### config.mk
export PLATFORM = sky130hd
export DESIGN_NAME = smbs_slave_read
export DESIGN_NICKNAME = d
export VERILOG_FILES = /design/src/rtl/smbs_pkg.sv /design/src/rtl/smbs_sync.sv /design/src/rtl/smbs_shreg.sv /design/src/rtl/smbs_slave_read.sv
export SDC_FILE = /design/constraint.sdc
export NUM_CORES = 1
export LEC_CHECK = 0
export ABC_AREA = 1
export BUFFER_PORTS_ARGS = -buffer_cell sky130_fd_sc_hd__buf_2
export CAP_MARGIN = 5
export CORE_AREA = 2 2 70 72
export DETAILED_ROUTE_END_ITERATION = 8
export DIE_AREA = 0 0 72 74
export MAX_ROUTING_LAYER = met4
export PLACE_DENSITY_LB_ADDON = 0.05
export SYNTH_ARGS = -nofsm -noshare
export SYNTH_HDL_FRONTEND = slang
export SYNTH_SLANG_ARGS = --single-unit
### constraint.sdc
create_clock -name clk -period 3.64 [get_ports clk]
set_input_delay 0.546 -clock clk [delete_from_list [all_inputs] [get_ports clk]]
set_output_delay 0.546 -clock clk [all_outputs]
set_load 0.01 [all_outputs]
### src/rtl/smbs_pkg.sv
package smbs_pkg;
  typedef enum logic [3:0] {
    ST_IDLE,   // waiting for START
    ST_ADDR,   // shifting in address byte
    ST_AHOLD,  // address interrupt pending, SCL stretched
    ST_AACK,   // ninth clock of the address (ACK driven)
    ST_TX,     // shifting out a data byte
    ST_MACK,   // master acknowledge clock
    ST_THOLD,  // byte-done interrupt pending, SCL stretched
    ST_PASS,   // receiver mode, lines released until START/STOP
    ST_BLOCK   // address refused, silent until next START
  } smbs_state_e;
endpackage

### src/rtl/smbs_sync.sv
module smbs_sync #(
  parameter int STAGES = 2
) (
  input  logic clk,
  input  logic rst_n,
  input  logic scl_i,
  input  logic sda_i,
  output logic scl_rise,
  output logic scl_fall,
  output logic sda_now,
  output logic start_det,
  output logic stop_det
);
  logic [1:0] raw_v;
  logic [1:0] now_v;
  logic [1:0] prv_v;

  assign raw_v = {sda_i, scl_i};

  for (genvar g = 0; g < 2; g++) begin : g_line
    logic [STAGES:0] sr;
    always_ff @(posedge clk or negedge rst_n) begin
      if (!rst_n) sr <= '1;
      else        sr <= {sr[STAGES-1:0], raw_v[g]};
    end
    assign now_v[g] = sr[STAGES-1];
    assign prv_v[g] = sr[STAGES];
  end

  assign scl_rise  = now_v[0] & ~prv_v[0];
  assign scl_fall  = ~now_v[0] & prv_v[0];
  assign sda_now   = now_v[1];
  assign start_det = ~now_v[1] & prv_v[1] & now_v[0] & prv_v[0];
  assign stop_det  = now_v[1] & ~prv_v[1] & now_v[0] & prv_v[0];
endmodule

### src/rtl/smbs_shreg.sv
module smbs_shreg #(
  parameter int W = 8
) (
  input  logic         clk,
  input  logic         rst_n,
  input  logic         ld,
  input  logic [W-1:0] ld_val,
  input  logic         sh,
  input  logic         sin,
  output logic [W-1:0] q
);
  logic [W-1:0] q_n;
  logic         en;

  always_comb begin
    en  = ld | sh;
    q_n = ld ? ld_val : {q[W-2:0], sin};
  end

  always_ff @(posedge clk or negedge rst_n) begin
    if (!rst_n)  q <= '0;
    else if (en) q <= q_n;
  end
endmodule

### src/rtl/smbs_slave_read.sv
module smbs_slave_read
  import smbs_pkg::*;
#(
  parameter int              DW          = 8,
  parameter logic [DW-2:0]   SLV_ADDR    = 7'h5A,
  parameter int              SYNC_STAGES = 2
) (
  input  logic          clk,
  input  logic          rst_n,
  input  logic          scl_i,
  input  logic          sda_i,
  output logic          scl_oe_o,
  output logic          sda_oe_o,
  input  logic          inhibit_i,
  input  logic          ack_wr_i,
  input  logic          ack_val_i,
  input  logic          dat_wr_i,
  input  logic [DW-1:0] dat_i,
  input  logic          si_clr_i,
  output logic          si_o,
  output logic          ackrq_o,
  output logic          err_o,
  output logic [3:0]    status_o
);
  localparam int            CW        = $clog2(DW + 1);
  localparam logic [CW-1:0] CNT_FULL  = CW'(DW);
  localparam logic [CW-1:0] CNT_LAST  = CW'(DW - 1);

  logic [1:0] rst_q;
  logic       rst_sn;

  always_ff @(posedge clk or negedge rst_n) begin
    if (!rst_n) rst_q <= 2'b00;
    else        rst_q <= {rst_q[0], 1'b1};
  end
  assign rst_sn = rst_q[1];

  logic scl_rise, scl_fall, sda_now, start_det, stop_det;

  smbs_sync #(.STAGES(SYNC_STAGES)) sync_i (
    .clk(clk), .rst_n(rst_sn), .scl_i(scl_i), .sda_i(sda_i),
    .scl_rise(scl_rise), .scl_fall(scl_fall), .sda_now(sda_now),
    .start_det(start_det), .stop_det(stop_det)
  );

  smbs_state_e   state, state_n;
  logic [CW-1:0] bitcnt, bitcnt_n;
  logic          si, si_n, si_dly, ackrq, ackrq_n, err, err_n;
  logic          sta_f, sta_n, sto_f, sto_n, txmode, txmode_n;
  logic          mst_nack, mst_nack_n, ack_sel, ack_sel_n;
  logic [DW-1:0] dat_reg, dat_reg_n;
  logic          dat_vld, dat_vld_n, sda_oe, sda_oe_n;
  logic          sh_ld, sh_sh;
  logic [DW-1:0] sh_q;
  logic          addr_hit;

  smbs_shreg #(.W(DW)) shreg_i (
    .clk(clk), .rst_n(rst_sn), .ld(sh_ld), .ld_val(dat_reg),
    .sh(sh_sh), .sin(sda_now), .q(sh_q)
  );

  assign addr_hit = (sh_q[DW-1:1] == SLV_ADDR) && sh_q[0];

  always_comb begin
    state_n = state;   bitcnt_n = bitcnt;   si_n = si;     ackrq_n = ackrq;
    err_n = err;       sta_n = sta_f;       sto_n = sto_f; txmode_n = txmode;
    mst_nack_n = mst_nack; ack_sel_n = ack_sel;
    dat_reg_n = dat_reg;   dat_vld_n = dat_vld; sda_oe_n = sda_oe;
    sh_ld = 1'b0;      sh_sh = 1'b0;

    unique case (state)
      ST_ADDR: begin
        if (scl_rise) begin
          sh_sh    = 1'b1;
          bitcnt_n = bitcnt + CW'(1);
        end
        if (scl_fall && bitcnt == CNT_FULL) begin
          if (addr_hit) begin
            state_n = ST_AHOLD; si_n = 1'b1; ackrq_n = 1'b1;
          end else begin
            state_n = ST_IDLE;
          end
        end
      end
      ST_AHOLD: begin
        if (ack_wr_i) ack_sel_n = ack_val_i;
        if (si_clr_i) begin
          si_n = 1'b0; ackrq_n = 1'b0; sta_n = 1'b0;
          if (ack_sel) begin
            sda_oe_n = 1'b1; state_n = ST_AACK;
          end else begin
            state_n = ST_BLOCK;
          end
        end
      end
      ST_AACK: begin
        if (scl_fall) begin
          if (dat_vld) begin
            sh_ld = 1'b1; dat_vld_n = 1'b0; txmode_n = 1'b1;
            sda_oe_n = ~dat_reg[DW-1]; bitcnt_n = '0; state_n = ST_TX;
          end else begin
            sda_oe_n = 1'b0; state_n = ST_PASS;
          end
        end
      end
      ST_TX: begin
        if (scl_fall) begin
          bitcnt_n = bitcnt + CW'(1);
          if (bitcnt == CNT_LAST) begin
            sda_oe_n = 1'b0; state_n = ST_MACK;
          end else begin
            sh_sh = 1'b1; sda_oe_n = ~sh_q[DW-2];
          end
        end
      end
      ST_MACK: begin
        if (scl_rise) mst_nack_n = sda_now;
        if (scl_fall) begin
          si_n = 1'b1; state_n = ST_THOLD;
        end
      end
      ST_THOLD: begin
        if (si_clr_i) begin
          si_n = 1'b0; sta_n = 1'b0;
          if (!mst_nack && dat_vld) begin
            sh_ld = 1'b1; dat_vld_n = 1'b0; sda_oe_n = ~dat_reg[DW-1];
            bitcnt_n = '0; state_n = ST_TX;
          end else begin
            txmode_n = 1'b0; state_n = ST_PASS;
          end
        end
      end
      default: ;
    endcase

    if (dat_wr_i) begin
      if (state == ST_THOLD && mst_nack) begin
        err_n = 1'b1;
      end else begin
        dat_reg_n = dat_i; dat_vld_n = 1'b1;
      end
    end

    if (start_det) begin
      sto_n = 1'b0; err_n = 1'b0; bitcnt_n = '0; txmode_n = 1'b0;
      dat_vld_n = 1'b0; ack_sel_n = 1'b0; sda_oe_n = 1'b0;
      si_n = 1'b0; ackrq_n = 1'b0;
      state_n = inhibit_i ? ST_IDLE : ST_ADDR;
      sta_n   = ~inhibit_i;
    end else if (stop_det) begin
      state_n = ST_IDLE; txmode_n = 1'b0; sto_n = 1'b1;
      sta_n = 1'b0; sda_oe_n = 1'b0;
    end
  end

  always_ff @(posedge clk or negedge rst_sn) begin
    if (!rst_sn) begin
      state <= ST_IDLE;  bitcnt <= '0;   si <= 1'b0;     si_dly <= 1'b0;
      ackrq <= 1'b0;     err <= 1'b0;    sta_f <= 1'b0;  sto_f <= 1'b0;
      txmode <= 1'b0;    mst_nack <= 1'b0; ack_sel <= 1'b0;
      dat_reg <= '0;     dat_vld <= 1'b0;  sda_oe <= 1'b0;
    end else begin
      state <= state_n;  bitcnt <= bitcnt_n; si <= si_n;  si_dly <= si;
      ackrq <= ackrq_n;  err <= err_n;   sta_f <= sta_n; sto_f <= sto_n;
      txmode <= txmode_n; mst_nack <= mst_nack_n; ack_sel <= ack_sel_n;
      dat_reg <= dat_reg_n; dat_vld <= dat_vld_n; sda_oe <= sda_oe_n;
    end
  end

  assign scl_oe_o = si | si_dly;
  assign sda_oe_o = sda_oe;
  assign si_o     = si;
  assign ackrq_o  = ackrq;
  assign err_o    = err;
  assign status_o = {1'b0, txmode, sta_f, sto_f};
endmodule

==> flow_summary.ini, run 1 <==
[outcome]
outcome = finished clean

[detailed_routing]
routed_wl_microns = 5240
vias_per_cell = 5.11
firstDrtPassIters = 4
route.detailed.drc = 0
wl_per_cell_microns = 12.5
drt_iter0_drc = 152
postRouteAntennaNets = 0
vias = 2142

[layout]
final_common_cell = nand2_1
regArea_sq_um = 1080
nNetsFinal = 383
multi_input_area_sq_um = 1180
insertedDiodeCount = 0
layout-drive-gt1-share_pct = 16.4
n_fill_cell = 437
final_cell_mix = 129 x nand2_1, 41 x nor2_1, 37 x inv_1
area_delta_synth_final_pct = 10.0

[clock_network]
postCtsHoldBufs = 0
root_buffer = clkbuf_8
cts_resized = 0
clk_latency_ns = 0.30
clk_path_buf_depth = 2
numCtsBuffers = 5
path_clk_slew_ns = 0.08
cts_num_sinks = 43
cts_max_level = 2
cts_setup_buffers = 0
cts_tree = yes

[setup_path]
rr_startpoint = sync_i.g_line[0].sr[1]$_DFF_PN1_
reg2reg_depth = 8
worst_ep_required_time_ns = 3.88
cp_max_fo = 15
max_stage_delay_ns = 0.58
path_buf_inv = 1
crit_start = sync_i.g_line[0].sr[1]$_DFF_PN1_
worstPathArrival_ns = 2.47
slowest_stage = dfstp_2
worstSetupStartpointType = register
crit_top_cell = nand2_1
crit_path_end_kind = register
critPathKind = reg -> reg
worst-path-stages = 8
path_cells = nand4_1, nand2_1, inv_1, nand2_1, nand3_1, nor2_1, nand2_1, nand2_1
worst_path_dominant_cell_family = simple AND/OR/NAND/NOR gates

[hold_path]
hold_path.class = in -> async

[placement]
dpl.hpwl_microns = 3920
gp_congestion = 0.921
io_buffers = 24

[synthesis]
synth_async_sr_flop_share_pct = 100
synth_area_leaders = dfrtp_1 38%, nand2_1 20%, dfstp_2 6.4%, nor2_1 6.3%, inv_1 5.6%
seq_area_frac_synth_pct = 44.0
yosys_warnings = 0
syn-cell-area_sq_um = 2460
synth_top_area_share_pct = 37.6
syn_avg_cell_area_sq_um = 7.26
synth_cell_types = 31
synth_edf_count = 0
synthCells = 339
yosysTopAreaCell = dfrtp_1
ys_dominant_reg_cell = dfrtp_1
syn_nets = 358
synth-seq-cells = 43

[die]
rows = 25
core_sq_um = 4600
die_y_microns = 74
start_util_pct = 53.6
pin_count = 26
dieArea_sq_um = 5330
fp.dieW_microns = 72

[pwr]
power_density_nw_per_um2 = 414
peakVddDrop_mv = 0.227
leakage_uw = 0.00153

[sta]
hold-worst-slack_ns = 0.0240
final_max_slew_viol_count = 0
hold_violations = 0
max_freq_ghz = 0.448
finalCritPeriodShare_pct = 61.3
tightest_slew_ns = 0.894
setup_viol = 0
setup_tns_ns = 0
fin_skew_ns = 0.00889
period_minus_slack_ns = 2.23
relSlewSlack_pct = 40.4
rsz0062_at_grt = no

[run]
maxCapViolCount = 0

[global_route]
grt_max_degree = 42
grt_pass1_wl_microns = 8720
grt_pass1_vias = 1916
globalRoute.totalOverflow = 0
grt_antenna_before_repair = 0
grtUsageTotal_pct = 21.9
## kinds of logic after synthesis
| group | synth area share [%] |
|---|---|
| xor+xnor | 0.356 |
| other cells | 0.305 |
| flops | 44.0 |
| buf+inv | 8.08 |
| fa+ha+maj | 1.02 |
| simple gates | 35.9 |
| compound gates | 7.11 |
| mux | 3.20 |
## through the flow
stage	instance area [sq um]	setup slack, ns	utilization, %	std cells	power (uW)
after floorplan	2460	2.10	-	339	743
after global placement	2610	1.49	56.7	411	796
after detailed placement	2610	1.43	56.7	411	801
after CTS	2710	1.42	58.9	419	1140
after global routing	2710	1.14	58.9	419	1190
final	2710	1.41	58.9	419	1120
## path summary, 6_finish.rpt
kind                                                     to  slack (ns)
max                                    state[3]$_DFFE_PN0P_        1.41
min                                      rst_q[1]$_DFF_PN0_        0.02
max reg2reg                            state[3]$_DFFE_PN0P_        1.41
min reg2reg                sync_i.g_line[1].sr[1]$_DFF_PN1_        0.36
max in group asynchronous              sda_oe_o$_DFFE_PN0P_        2.68
min in group clk           sync_i.g_line[1].sr[0]$_DFF_PN1_        0.35
## power breakdown
part	internal, uW	total (uW)	switching, uW
registers	542	594	52.6
clock network	173	334	161
logic	87.9	195	107
## metal layers
metal / track usage, % / part of all wire, % / up-vias
li1: - / - / 1105
met1: 28.8 / 46 / 960
met2: 34.9 / 48 / 69
met3: 3.39 / 4.5 / 8
met4: 7.34 / 1.5 / 0
met5: - / 0 / -
## cell usage after synthesis, types with 2 or more instances
cell        n
nor2_1     41
inv_1      37
nand3_1    27
dfstp_2     6
nor3_1      3
buf_4       4
ha_1        2
nand2_1   129
o22ai_1     2
dfrtp_1    37
inv_2       2
a21oi_1     5
mux2_2      7
nand3b_1    2
conb_1      2
or2_2       2
a211oi_1    2
o21ai_0    12
nand2_2     4
o21ai_4     2
## layout make-up
| cell class | instances | share of cell area [%] |
|---|---|---|
| multi-input combinational | 250 | 43.6 |
| sequential | 43 | 40.0 |
| inverter | 40 | 5.64 |
| timing repair buffer | 24 | 4.43 |
| clock buffer | 7 | 3.56 |
| tap | 54 | 2.49 |
| clock inverter | 1 | 0.277 |
Note: power is estimated with default switching activity, not from simulation.
==> run 2: changes to the inputs <==
==> constraint.sdc (replaced) <==
create_clock -name clk -period 2.25 [get_ports clk]
set_input_delay 0.3375 -clock clk [delete_from_list [all_inputs] [get_ports clk]]
set_output_delay 0.3375 -clock clk [all_outputs]
set_load 0.01 [all_outputs]
==> flow_summary.ini, run 2 (synthesized netlist as in run 1, its figures left out) <==
[setup_path]
crit_start = sync_i.g_line[0].sr[1]$_DFF_PN1_
reg2reg_slack_ns = 0.28
worstPathArrival_ns = 2.22
cp_max_fo = 9
endpoint = state[1]$_DFFE_PN0P_
rr_startpoint = sync_i.g_line[0].sr[1]$_DFF_PN1_
crit_path_end_kind = register
critPathKind = reg -> reg
rr_endpoint = state[1]$_DFFE_PN0P_
worstSetupStartpointType = register
worst_ep_required_time_ns = 2.50
reg2reg_depth = 9

[sta]
rsz0062_at_grt = no
setup_viol = 0
setup_tns_ns = 0
period_minus_slack_ns = 1.97
fin_skew_ns = 0.00616
relSlewSlack_pct = 41.0
max_freq_ghz = 0.506
finalCritPeriodShare_pct = 87.8
fin_ws_ns = 0.275
hold_violations = 0
final_max_slew_viol_count = 0
tightest_slew_ns = 0.886

[clock_network]
clk_latency_ns = 0.30
clk_path_buf_depth = 2
cts_num_sinks = 43
numCtsBuffers = 5
cts_tree = yes
cts_setup_buffers = 0
cts_max_level = 2
root_buffer = clkbuf_8
path_clk_slew_ns = 0.08

[global_route]
grtUsageTotal_pct = 23.3
grt_pass1_vias = 2053
globalRoute.totalOverflow = 0
grt_max_degree = 42
grt_pass1_wl_microns = 9180
grt_antenna_before_repair = 0

[detailed_routing]
vias_per_cell = 5.21
drt_iter0_drc = 179
routed_wl_microns = 5390
firstDrtPassIters = 5
postRouteAntennaNets = 0
vias = 2207
route.detailed.drc = 0
wl_per_cell_microns = 12.7

[placement]
io_buffers = 24
gp_congestion = 0.951
post-place-ws_ns = 0.315
dpl.hpwl_microns = 4040

[die]
start_util_pct = 53.6
dieArea_sq_um = 5330
rows = 25
pin_count = 26
fp.dieW_microns = 72
core_sq_um = 4600
die_y_microns = 74

[layout]
final_common_cell = nand2_1
area_delta_synth_final_pct = 12.1
insertedDiodeCount = 0
final_cell_mix = 128 x nand2_1, 41 x nor2_1, 37 x inv_1
nNetsFinal = 388
layout-drive-gt1-share_pct = 17.6

[outcome]
outcome = finished clean

[run]
maxCapViolCount = 0

[pwr]
peakVddDrop_mv = 0.702
leakage_uw = 0.00157
power_density_nw_per_um2 = 686

[hold_path]
hold_path.class = in -> reg
run 2: cell count changes in the layout (fill, tap and decap cells not counted), sizes merged:
cell	change
dlygate4sd3	+1
clkinv	+2
clkinvlp	-1
buf	+4
bufinv	+1
clkbuf	-2
run 2: worst min-delay path by stage:
stage                                            end  cells after the start  startpoint  slack [ns]
floorplan                         rst_q[0]$_DFF_PN0_                      0       rst_n        0.04
finish              sync_i.g_line[0].sr[0]$_DFF_PN1_                      1       scl_i        0.13
detailed placement                rst_q[0]$_DFF_PN0_                      1       rst_n        0.12
global placement                  rst_q[0]$_DFF_PN0_                      1       rst_n        0.12
CTS                 sync_i.g_line[0].sr[0]$_DFF_PN1_                      1       scl_i        0.12
global route        sync_i.g_line[1].sr[0]$_DFF_PN1_                      1       sda_i        0.11
run 2: layer usage:
metal / vias up / global-route usage [%] / wire (microns)
met5: - / - / 0
met3: 14 / 4.88 / 273
li1: 1112 / - / -
met4: 0 / 10.7 / 150
met1: 1011 / 28.5 / 2460
met2: 70 / 37.4 / 2510
run 2: cell type report:
class / count / area (sq um)
repair buffers: 29 / 160
clock buffers: 5 / 68.8
flip-flops and latches: 43 / 1080
clock inverters: 3 / 43.8
fillers: 478 / 1840
inverters: 40 / 153
multi-input cells: 250 / 1180
well taps: 54 / 67.6
run 2: what timing repair did:
| item | 4_1_cts | 5_1_grt |
|---|---|---|
| gates resized for setup | 0 | 1 |
| hold endpoints to repair | 2 | 0 |
| setup endpoints to repair | 0 | 1 |
| hold buffers | 1 | 0 |
run 2: stage by stage:
stage	utilization, %	area (sq um)	cells	hold slack (ns)	total power (uW)
finish	60.0	2760	424	0.130	1890
global route	60.0	2760	424	0.114	2010
CTS	60.0	2760	424	0.120	1920
detailed placement	57.3	2640	415	0.124	1300
global placement	57.3	2640	415	0.123	1280
floorplan	-	2460	339	0.0419	1200
run 2: critical path, stage by stage, from the launching register on:
cell and delay [ns]:
dfstp_2 0.58, nand4_1 0.35, buf_4 0.30, nand2_1 0.10, nor2_1 0.05, nor2_1 0.10, nand2_1 0.07, nor2_1 0.22
nand2_1 0.09, nand2_1 0.07
run 2: where the power goes:
part	switching, uW	internal (uW)	total [uW]
clock network	277	331	608
registers	85.3	876	961
logic	179	146	325
total	542	1350	1890
==> run 3: changes to the inputs <==
--- a/config.mk
+++ b/config.mk
@@ -13,6 +13,7 @@
 export DIE_AREA = 0 0 72 74
 export MAX_ROUTING_LAYER = met4
 export PLACE_DENSITY_LB_ADDON = 0.05
+export REMOVE_ABC_BUFFERS = 1
 export SYNTH_ARGS = -nofsm -noshare
 export SYNTH_HDL_FRONTEND = slang
 export SYNTH_SLANG_ARGS = --single-unit
==> constraint.sdc (replaced) <==
create_clock -name clk -period 2.3 [get_ports clk]
set_input_delay 0.345 -clock clk [delete_from_list [all_inputs] [get_ports clk]]
set_output_delay 0.345 -clock clk [all_outputs]
set_load 0.01 [all_outputs]
==> flow_summary.ini, run 3 (synthesized netlist as in run 1, its figures left out) <==
[placement]
io_buffers = 24
dpl.hpwl_microns = 4110
gp_congestion = 0.981
placedCellCount = 414
post-place-ws_ns = 0.329

[global_route]
grt_antenna_before_repair = 0
grt_pass1_vias = 1960
grt_max_degree = 29
grt_pass1_wl_microns = 9140
grtUsageTotal_pct = 22.9
globalRoute.totalOverflow = 0

[pwr]
power_frac_comb_pct = 17.4
power_density_nw_per_um2 = 672
power.internal_uw = 1320
clkPwrFrac_pct = 32.3
leakage_uw = 0.00157
switching_share_pct = 28.6
p_sw_uw = 531
peakVddDrop_mv = 0.545
seq_power_share_pct = 50.4

[setup_path]
reg2reg_depth = 8
reg2reg_slack_ns = 0.32
worstSetupStartpointType = register
max_stage_delay_ns = 0.58
cp_max_fo = 9
critPathKind = reg -> reg
path_cells = nand4_1, nand2_1, inv_1, nand2_1, nand3_1, nor2_1, nand2_1, nand2_1
worstPathArrival_ns = 2.23
crit_top_cell = nand2_1
crit_path_end_kind = register
worst_ep_required_time_ns = 2.55
slowest_stage = dfstp_2

[detailed_routing]
route.detailed.drc = 0
drt_iter0_drc = 193
vias_per_cell = 5.10
firstDrtPassIters = 4
routed_wl_microns = 5310
wl_per_cell_microns = 12.6
vias = 2159
postRouteAntennaNets = 0

[sta]
period_minus_slack_ns = 1.98
rsz0062_at_grt = no
max_freq_ghz = 0.505
fin_skew_ns = 0.00862
hold_violations = 0
fin_ws_ns = 0.318
final_max_slew_viol_count = 0
finalCritPeriodShare_pct = 86.2
relSlewSlack_pct = 59.7
tightest_slew_ns = 0.604
hold-worst-slack_ns = 0.135
setup_tns_ns = 0
setup_viol = 0

[die]
rows = 25
core_sq_um = 4600
dieArea_sq_um = 5330
fp.dieW_microns = 72
pin_count = 26
die_y_microns = 74
start_util_pct = 53.6

[clock_network]
cts_num_sinks = 43
cts_resized = 0
path_clk_slew_ns = 0.09
clk_path_buf_depth = 2
root_buffer = clkbuf_8
numCtsBuffers = 5
cts_tree = yes
cts_max_level = 2
clk_latency_ns = 0.30

[layout]
fin_util_pct = 60.1
layout-drive-gt1-share_pct = 16.8
insertedDiodeCount = 0
nNetsFinal = 387
final_common_cell = nand2_1
final_cell_mix = 129 x nand2_1, 41 x nor2_1, 37 x inv_1, 37 x dfrtp_1, 27 x nand3_1
area_delta_synth_final_pct = 12.1
finalNonFillerCells = 423

[hold_path]
whs_path_depth = 1
hold_path.class = in -> reg

[run]
maxCapViolCount = 0

[outcome]
outcome = finished clean
-- run 3: final cells by class --
type,count,area (sq um)
Sequential cell,43,1080
Timing Repair Buffer,28,165
Clock inverter,3,43.8
Fill cell,430,1840
Multi-Input combinational cell,250,1180
Inverter,40,153
Tap cell,54,67.6
Clock buffer,5,68.8
-- run 3: metal layers --
| layer | vias to the layer above | track usage (%) | routed length [microns] |
|---|---|---|---|
| li1 | 1114 | - | - |
| met1 | 981 | 31.1 | 2590 |
| met5 | - | - | 0 |
| met2 | 57 | 35.2 | 2400 |
| met3 | 7 | 4.34 | 261 |
| met4 | 0 | 6.92 | 54 |
-- run 3: repair_timing --
action / 4_1_cts / 5_1_grt
endpoints found under the hold margin: 2 / 0
hold buffers: 1 / 0
setup buffers: 0 / 0
-- run 3: final timing paths --
kind | start | endpoint
worst max register to register | sync_i.g_line[0].sr[1]$_DFF_PN1_ | state[1]$_DFFE_PN0P_
worst max-delay path | sync_i.g_line[0].sr[1]$_DFF_PN1_ | state[1]$_DFFE_PN0P_
max in group asynchronous | rst_q[1]$_DFF_PN0_ | sync_i.g_line[1].sr[2]$_DFF_PN1_
min in group asynchronous | rst_q[1]$_DFF_PN0_ | txmode$_DFFE_PN0P_
worst min register to register | rst_q[1]$_DFF_PN0_ | txmode$_DFFE_PN0P_
worst min-delay path | sda_i | sync_i.g_line[1].sr[0]$_DFF_PN1_
-- run 3: power groups by stage --
| stage | Combinational, uW | Sequential, uW | Clock [uW] |
|---|---|---|---|
| floorplan | 210 | 951 | 0 |
| global placement | 318 | 946 | 0 |
| detailed placement | 324 | 948 | 0 |
| CTS | 327 | 934 | 618 |
| global route | 380 | 949 | 644 |
| finish | 322 | 934 | 599 |
-- run 3: through the flow --
| step | total power, uW | cell area (sq um) |
|---|---|---|
| 2_1_floorplan | 1160 | 2420 |
| 3_3_place_gp | 1260 | 2640 |
| 3_5_place_dp | 1270 | 2640 |
| 4_1_cts | 1880 | 2760 |
| 5_1_grt | 1970 | 2760 |
| 6_report | 1850 | 2760 |
-- run 3: worst max-delay path, delay by kind of cell (launching register included) --
kind | cells | cell delay [ns]
buffers and inverters | 1 | 0.11
DFF | 1 | 0.58
and+or+nand+nor | 7 | 1.24
